$ cat config.mk
export PLATFORM = sky130hd
export DESIGN_NAME = acc_cpu
export DESIGN_NICKNAME = d
export VERILOG_FILES = /design/src/rtl/acc_cpu.sv
export SDC_FILE = /design/constraint.sdc
export NUM_CORES = 2
export LEC_CHECK = 0
export BUFFER_PORTS_ARGS = -buffer_cell sky130_fd_sc_hd__buf_2
export CORE_MARGIN = 2
export CORE_UTILIZATION = 60
export DETAILED_ROUTE_END_ITERATION = 10
export PLACE_DENSITY = 0.77
export SYNTH_ARGS = -nofsm -noshare
export SYNTH_HDL_FRONTEND = slang
export SYNTH_SLANG_ARGS = --single-unit
$ cat constraint.sdc
create_clock -name clk -period 7 [get_ports clk]
set_input_delay 0.35 -clock clk [delete_from_list [all_inputs] [get_ports clk]]
set_output_delay 0.35 -clock clk [all_outputs]
set_load 0.02 [all_outputs]
$ cat src/rtl/acc_cpu.sv
module acc_cpu #(
  parameter int WORD_W = 32,
  parameter int ADDR_W = 5,
  parameter int OP_LSB = 13
) (
  input  logic              clk,
  input  logic              rst_n,
  input  logic              start,
  input  logic              bp_en,
  input  logic [ADDR_W-1:0] bp_addr,
  input  logic              dbg_we,
  input  logic [ADDR_W-1:0] dbg_addr,
  input  logic [WORD_W-1:0] dbg_wdata,
  output logic [WORD_W-1:0] dbg_rdata,
  input  logic              ctr_ld,
  input  logic [ADDR_W-1:0] ctr_val,
  output logic              halted,
  output logic [1:0]        halt_why,
  output logic [WORD_W-1:0] acc,
  output logic [ADDR_W-1:0] ctr,
  output logic [WORD_W-1:0] pres
);
  localparam int DEPTH = 1 << ADDR_W;
  localparam logic [1:0] WHY_NONE = 2'b00;
  localparam logic [1:0] WHY_STOP = 2'b01;
  localparam logic [1:0] WHY_BP   = 2'b10;

  logic [WORD_W-1:0] mem [DEPTH];
  logic              run_q, first_q;
  logic [1:0]        why_q;
  logic [WORD_W-1:0] acc_q, pres_q;
  logic [ADDR_W-1:0] ctr_q;

  wire [ADDR_W-1:0] nxt    = ctr_q + ADDR_W'(1);
  wire [WORD_W-1:0] fetch  = mem[nxt];
  wire [2:0]        op     = fetch[OP_LSB+2:OP_LSB];
  wire [ADDR_W-1:0] ea     = fetch[ADDR_W-1:0];
  wire [WORD_W-1:0] opnd   = mem[ea];
  wire              bp_hit = run_q && !first_q && bp_en && (ctr_q == bp_addr);
  wire              step   = run_q && !bp_hit;
  wire              neg    = acc_q[WORD_W-1];

  assign dbg_rdata = mem[dbg_addr];
  assign halted    = !run_q;
  assign halt_why  = why_q;
  assign acc       = acc_q;
  assign ctr       = ctr_q;
  assign pres      = pres_q;

  always_ff @(posedge clk) begin
    if (!rst_n) begin
      for (int i = 0; i < DEPTH; i++) mem[i] <= '0;
    end else if (step && op == 3'b011) begin
      mem[ea] <= acc_q;
    end else if (!run_q && dbg_we) begin
      mem[dbg_addr] <= dbg_wdata;
    end
  end

  always_ff @(posedge clk) begin
    if (!rst_n) begin
      run_q   <= 1'b0;
      first_q <= 1'b0;
      why_q   <= WHY_NONE;
      acc_q   <= '0;
      ctr_q   <= '0;
      pres_q  <= '0;
    end else if (!run_q) begin
      if (ctr_ld) ctr_q <= ctr_val;
      if (start) begin
        run_q   <= 1'b1;
        first_q <= 1'b1;
        why_q   <= WHY_NONE;
      end
    end else if (bp_hit) begin
      run_q <= 1'b0;
      why_q <= WHY_BP;
    end else begin
      first_q <= 1'b0;
      pres_q  <= fetch;
      ctr_q   <= nxt;
      case (op)
        3'b000: ctr_q <= opnd[ADDR_W-1:0];
        3'b001: ctr_q <= nxt + opnd[ADDR_W-1:0];
        3'b010: acc_q <= -opnd;
        3'b100,
        3'b101: acc_q <= acc_q - opnd;
        3'b110: ctr_q <= nxt + {{(ADDR_W-1){1'b0}}, neg};
        3'b111: begin
          run_q <= 1'b0;
          why_q <= WHY_STOP;
        end
        default: ;
      endcase
    end
  end

  a_r2_start_runs: assert property (@(posedge clk) disable iff (!rst_n)
    (halted && start) |=> (!halted && halt_why == WHY_NONE));

  a_r2_halt_sticky: assert property (@(posedge clk) disable iff (!rst_n)
    (halted && !start) |=> halted);

  a_r7_stop_halts: assert property (@(posedge clk) disable iff (!rst_n)
    (step && op == 3'b111) |=> (halted && halt_why == WHY_STOP && ctr == $past(nxt)));

  a_r8_bp_freezes: assert property (@(posedge clk) disable iff (!rst_n)
    bp_hit |=> (halted && halt_why == WHY_BP && $stable(ctr) && $stable(acc) && $stable(pres)));

  a_r6_no_skip_pos: assert property (@(posedge clk) disable iff (!rst_n)
    (step && op == 3'b110 && !neg) |=> (ctr == $past(nxt)));

  a_r10_ctr_load: assert property (@(posedge clk) disable iff (!rst_n)
    (halted && ctr_ld) |=> (ctr == $past(ctr_val)));

  a_r9_deposit: assert property (@(posedge clk) disable iff (!rst_n)
    (halted && dbg_we) |=> (mem[$past(dbg_addr)] == $past(dbg_wdata)));

  a_r2_halt_has_cause: assert property (@(posedge clk) disable iff (!rst_n)
    $rose(halted) |-> (halt_why != WHY_NONE));
endmodule

==> report_table.html <==
<table>
<tr><th>Metric</th><th>Value</th></tr>
<tr><th colspan="2">GRT</th></tr>
<tr><td>Antenna violations before repair</td><td>8</td></tr>
<tr><td>Overflow left after global routing</td><td>0</td></tr>
<tr><td>Maximum number of pins on one net before global-route repair</td><td>100</td></tr>
<tr><td>Global-route total usage across every layer</td><td>0.452</td></tr>
<tr><td>First-pass GRT wire length</td><td>363,000 um</td></tr>
<tr><td>Number of global-route vias before repair</td><td>51.9k</td></tr>
<tr><th colspan="2">Drt</th></tr>
<tr><td>Initial DRT Pass Iterations</td><td>6</td></tr>
<tr><td>DRC errors left</td><td>0</td></tr>
<tr><td>WL/cell</td><td>36.6 um</td></tr>
<tr><td>Number of vias per cell</td><td>7.72</td></tr>
<tr><td>Initial DRC count</td><td>9,793</td></tr>
<tr><td>Post-detailed-routing wire length</td><td>257,000 um</td></tr>
<tr><td>Number of nets with antenna violations after detailed routing</td><td>0</td></tr>
<tr><td>Vias</td><td>54.1k</td></tr>
<tr><th colspan="2">Placed design</th></tr>
<tr><td>Number of buffer cells added on primary ports</td><td>156</td></tr>
<tr><td>Setup WS pre-CTS</td><td>0.0878 ns</td></tr>
<tr><td>Final Wtd Congestion</td><td>0.952</td></tr>
<tr><td>Hpwl dp</td><td>144,000 um</td></tr>
<tr><th colspan="2">Critical path</th></tr>
<tr><td>Crit-path max cell delay</td><td>0.80 ns</td></tr>
<tr><td>Master of the slowest instance on the critical path</td><td>sky130_fd_sc_hd__mux4_4</td></tr>
<tr><td>Kind of capture point of the worst setup path</td><td>register</td></tr>
<tr><td>Critical path launch point type</td><td>register</td></tr>
<tr><td>Worst Setup Path Type</td><td>register to register</td></tr>
<tr><td>Ordered cell list for the critical path</td><td>buf_4 &gt; mux4_2 &gt; mux2_2 &gt; mux4_4 &gt; buf_12 &gt; buf_4 &gt; and2_1 &gt; a211oi_1 &gt; a31oi_1 &gt; a211oi_1 &gt; nor3_1 &gt; a21oi_1 &gt; ha_1 &gt; a21o_1 &gt; a21o_1 &gt; a211o_1 &gt; a211oi_1 &gt; o21a_1 &gt; o21ai_0 &gt; o41ai_2 &gt; xor2_1 &gt; nand3b_1 &gt; a31oi_1</td></tr>
<tr><td>Most frequent CP cell</td><td>sky130_fd_sc_hd__a211oi_1</td></tr>
<tr><td>Critical path required time</td><td>7.57 ns</td></tr>
<tr><td>R2R Setup Slk</td><td>0.009 ns</td></tr>
<tr><td>Max Fanout on Critical Path</td><td>15</td></tr>
<tr><td>Arrival time of the worst setup path</td><td>7.56 ns</td></tr>
<tr><th colspan="2">Hold path</th></tr>
<tr><td>Hold/Removal Path Class</td><td>primary input to register</td></tr>
<tr><th colspan="2">Status</th></tr>
<tr><td>Status</td><td>complete, no violations</td></tr>
<tr><th colspan="2">Timing</th></tr>
<tr><td>Rel. slew slack</td><td>0.0753</td></tr>
<tr><td>Measured slew at the worst slew-check pin</td><td>1.38 ns</td></tr>
<tr><td>Maximum achievable frequency</td><td>143 MHz</td></tr>
<tr><td>Final setup violation count</td><td>0</td></tr>
<tr><td>Final Hold Fails</td><td>0</td></tr>
<tr><td>Final period util</td><td>0.999</td></tr>
<tr><td>Final slew viol count</td><td>0</td></tr>
<tr><td>Final worst hold slack</td><td>0.0588 ns</td></tr>
<tr><td>Final clock skew</td><td>0.0360 ns</td></tr>
<tr><td>Tmin final</td><td>6.99 ns</td></tr>
<tr><td>Final-layout setup total negative slack</td><td>0 ns</td></tr>
<tr><td>Final Worst Setup Slack</td><td>0.00890 ns</td></tr>
<tr><th colspan="2">Synth</th></tr>
<tr><td>Share of synthesized area occupied by flip-flops and latches</td><td>0.484</td></tr>
<tr><td>Ranking of synthesized cells by instance count</td><td>sky130_fd_sc_hd__nor2_1 (1,095), sky130_fd_sc_hd__edfxtp_1 (1,024), sky130_fd_sc_hd__mux4_2 (637), sky130_fd_sc_hd__nand2_1 (601), sky130_fd_sc_hd__clkbuf_1 (358)</td></tr>
<tr><td>Number of unique standard cell types used by synthesis</td><td>73</td></tr>
<tr><td>Yosys warns</td><td>0</td></tr>
<tr><td>Dominant register cell in the synthesized netlist</td><td>sky130_fd_sc_hd__edfxtp_1</td></tr>
<tr><td>Post-synth EDFFs</td><td>1,024</td></tr>
<tr><td>Area share of the largest cell type after synthesis</td><td>0.462</td></tr>
<tr><td>Mean cell area of the mapped netlist</td><td>12.1 um^2</td></tr>
<tr><td>Synth Net Count</td><td>5,575</td></tr>
<tr><td>Cell area after technology mapping</td><td>66,600 um^2</td></tr>
<tr><td>Leading post-synthesis cells by cell area</td><td>sky130_fd_sc_hd__edfxtp_1 (46%), sky130_fd_sc_hd__mux4_2 (22%), sky130_fd_sc_hd__nor2_1 (6.2%)</td></tr>
<tr><td>Dominant cell by count in the synthesized netlist</td><td>sky130_fd_sc_hd__nor2_1</td></tr>
<tr><td>Synth area leader</td><td>sky130_fd_sc_hd__edfxtp_1</td></tr>
<tr><td>Cells after Synth</td><td>5,484</td></tr>
<tr><td>Share of synthesized flip-flops with an asynchronous set or reset</td><td>0</td></tr>
<tr><td>Flops &amp; latches, synth</td><td>1,097</td></tr>
<tr><th colspan="2">Power and ir drop</th></tr>
<tr><td>Net switching power</td><td>0.0195 W</td></tr>
<tr><td>Leakage</td><td>24.9 nW</td></tr>
<tr><td>Largest voltage drop on the vdd net</td><td>0.543 mV</td></tr>
<tr><td>Sequential Power Share</td><td>0.205</td></tr>
<tr><td>Share of power burned in combinational logic</td><td>0.647</td></tr>
<tr><td>Design internal power</td><td>0.0203 W</td></tr>
<tr><td>Pwr Density</td><td>543 nW/um^2</td></tr>
<tr><td>Part of the total power dissipated in the clock network</td><td>0.148</td></tr>
<tr><td>Net switching fraction of the power</td><td>0.489</td></tr>
<tr><th colspan="2">Clock network</th></tr>
<tr><td>Total CTS buffers</td><td>114</td></tr>
<tr><td>Bufs on Longest Clock Path</td><td>3</td></tr>
<tr><td>TritonCTS sink count</td><td>1,097</td></tr>
<tr><td>CTS clk-pin slew, worst paths</td><td>0.06 ns</td></tr>
<tr><td>Cell chosen for the clock root</td><td>sky130_fd_sc_hd__clkbuf_16</td></tr>
<tr><td>Clock latency on the worst-skew pair</td><td>0.73 ns</td></tr>
<tr><td>TritonCTS clock tree</td><td>built</td></tr>
<tr><td>Number of H-tree branching levels</td><td>3</td></tr>
<tr><th colspan="2">Cells and area</th></tr>
<tr><td>Area overhead of the layout relative to synthesis</td><td>9.86%</td></tr>
<tr><td>Share of final-layout standard cells stronger than drive strength 1</td><td>0.251</td></tr>
<tr><td>Number of nets at the end of the flow</td><td>5,508</td></tr>
<tr><th colspan="2">Floorplanning</th></tr>
<tr><td>DIE HEIGHT</td><td>337 um</td></tr>
<tr><td>Site Rows</td><td>122</td></tr>
<tr><td># IOs</td><td>157</td></tr>
<tr><td>Die extent in x</td><td>337 um</td></tr>
<tr><td>Initial cell density of the core</td><td>0.604</td></tr>
<tr><td>Full die area</td><td>114,000 um^2</td></tr>
<tr><td>Floorplan core area</td><td>110,000 um^2</td></tr>
<tr><th colspan="2">Run</th></tr>
<tr><td>Number of maximum-capacitance violations</td><td>0</td></tr>
</table>
[state kept, by name (all words and copies together), names as in the netlist]
| name | count |
|---|---|
| acc | 32 |
| ctr | 5 |
| first_q | 1 |
| halt_why | 2 |
| mem | 1024 |
| pres | 32 |
| run_q | 1 |
[final cells by class]
class / count / area [um^2]
repair buffers: 401 / 3140
well taps: 1488 / 1860
fillers: 7800 / 37200
multi-input cells: 3785 / 32400
clock inverters: 54 / 384
inverters: 18 / 76.3
clock buffers: 158 / 3130
diodes: 7 / 17.5
flip-flops and latches: 1097 / 32200
[power groups by stage]
stage | registers (W) | clock network, W | logic (W)
5_1_grt | 0.00821 | 0.00610 | 0.0265
2_1_floorplan | 0.00823 | 0 | 0.0162
3_5_place_dp | 0.00827 | 0 | 0.0240
6_report | 0.00816 | 0.00588 | 0.0257
3_3_place_gp | 0.00823 | 0 | 0.0236
4_1_cts | 0.00814 | 0.00584 | 0.0242
[layer usage]
layer / vias to the layer above / wire length [um] / track usage
li1: 20800 / - / -
met1: 25800 / 75300 / 0.552
met2: 5903 / 105000 / 0.628
met3: 1613 / 49400 / 0.193
met4: 6 / 27100 / 0.360
met5: - / 31 / 0
[logic make-up (layout without fill, tap and decap cells)]
group           Yosys count  after routing  share of synthesized area
compound gates          752            752                     0.0811
xor+xnor                 36             36                    0.00530
fa+ha+maj                38             38                    0.00736
buf+inv                 603            631                     0.0389
flops                  1097           1097                      0.484
mux                     881            882                      0.253
other cells               0              7                          0
simple gates           2077           2077                      0.131
[path summary, 6_finish.rpt]
kind / from / endpoint / depth (start not counted)
worst min-delay path: ctr_val[2] / ctr[2] / 3
worst max register to register: ctr[0] / acc[31] / 23
worst min register to register: halt_why[0] / halt_why[0] / 2
worst max-delay path: ctr[0] / acc[31] / 23
[repair_timing]
| action | CTS | global route |
|---|---|---|
| gates resized for setup | 0 | 19 |
| hold buffers | 2 | 0 |
| buffers inserted | 0 | 7 |
| hold endpoints to repair | 3 | 0 |
| setup endpoints to repair | 0 | 11 |
[layout by cell type, fill, tap and decap left out, types with 116 or more instances in the layout]
cell type | netlist | layout
sky130_fd_sc_hd__a211oi_1 | 275 | 275
sky130_fd_sc_hd__and2_1 | 244 | 243
sky130_fd_sc_hd__a21oi_1 | 124 | 116
sky130_fd_sc_hd__buf_4 | 13 | 205
sky130_fd_sc_hd__mux4_2 | 637 | 635
sky130_fd_sc_hd__buf_2 | 154 | 153
sky130_fd_sc_hd__edfxtp_1 | 1024 | 1024
sky130_fd_sc_hd__mux2i_1 | 196 | 164
sky130_fd_sc_hd__a311oi_1 | 155 | 155
sky130_fd_sc_hd__nand2_1 | 601 | 538
sky130_fd_sc_hd__nor2_1 | 1095 | 1095
[worst max-delay path, delay by kind of cell, from the launching register on]
family          cells  cell delay, ns
simple gates        3            0.41
buf+inv             3            0.69
xor+xnor            1            0.27
flops               1            0.37
compound gates     12            2.88
mux                 3            1.77
fa+ha+maj           1            0.42
[per-stage QoR]
step / power [W] / util / instances / cell area (um^2)
floorplan: 0.0244 / - / 5484 / 66600
global placement: 0.0319 / 0.629 / 6779 / 69500
detailed placement: 0.0323 / 0.629 / 6779 / 69500
CTS: 0.0382 / 0.661 / 6993 / 73000
global route: 0.0408 / 0.663 / 7001 / 73200
finish: 0.0398 / 0.663 / 7008 / 73200
No activity file was read; power rests on OpenSTA's default activity.
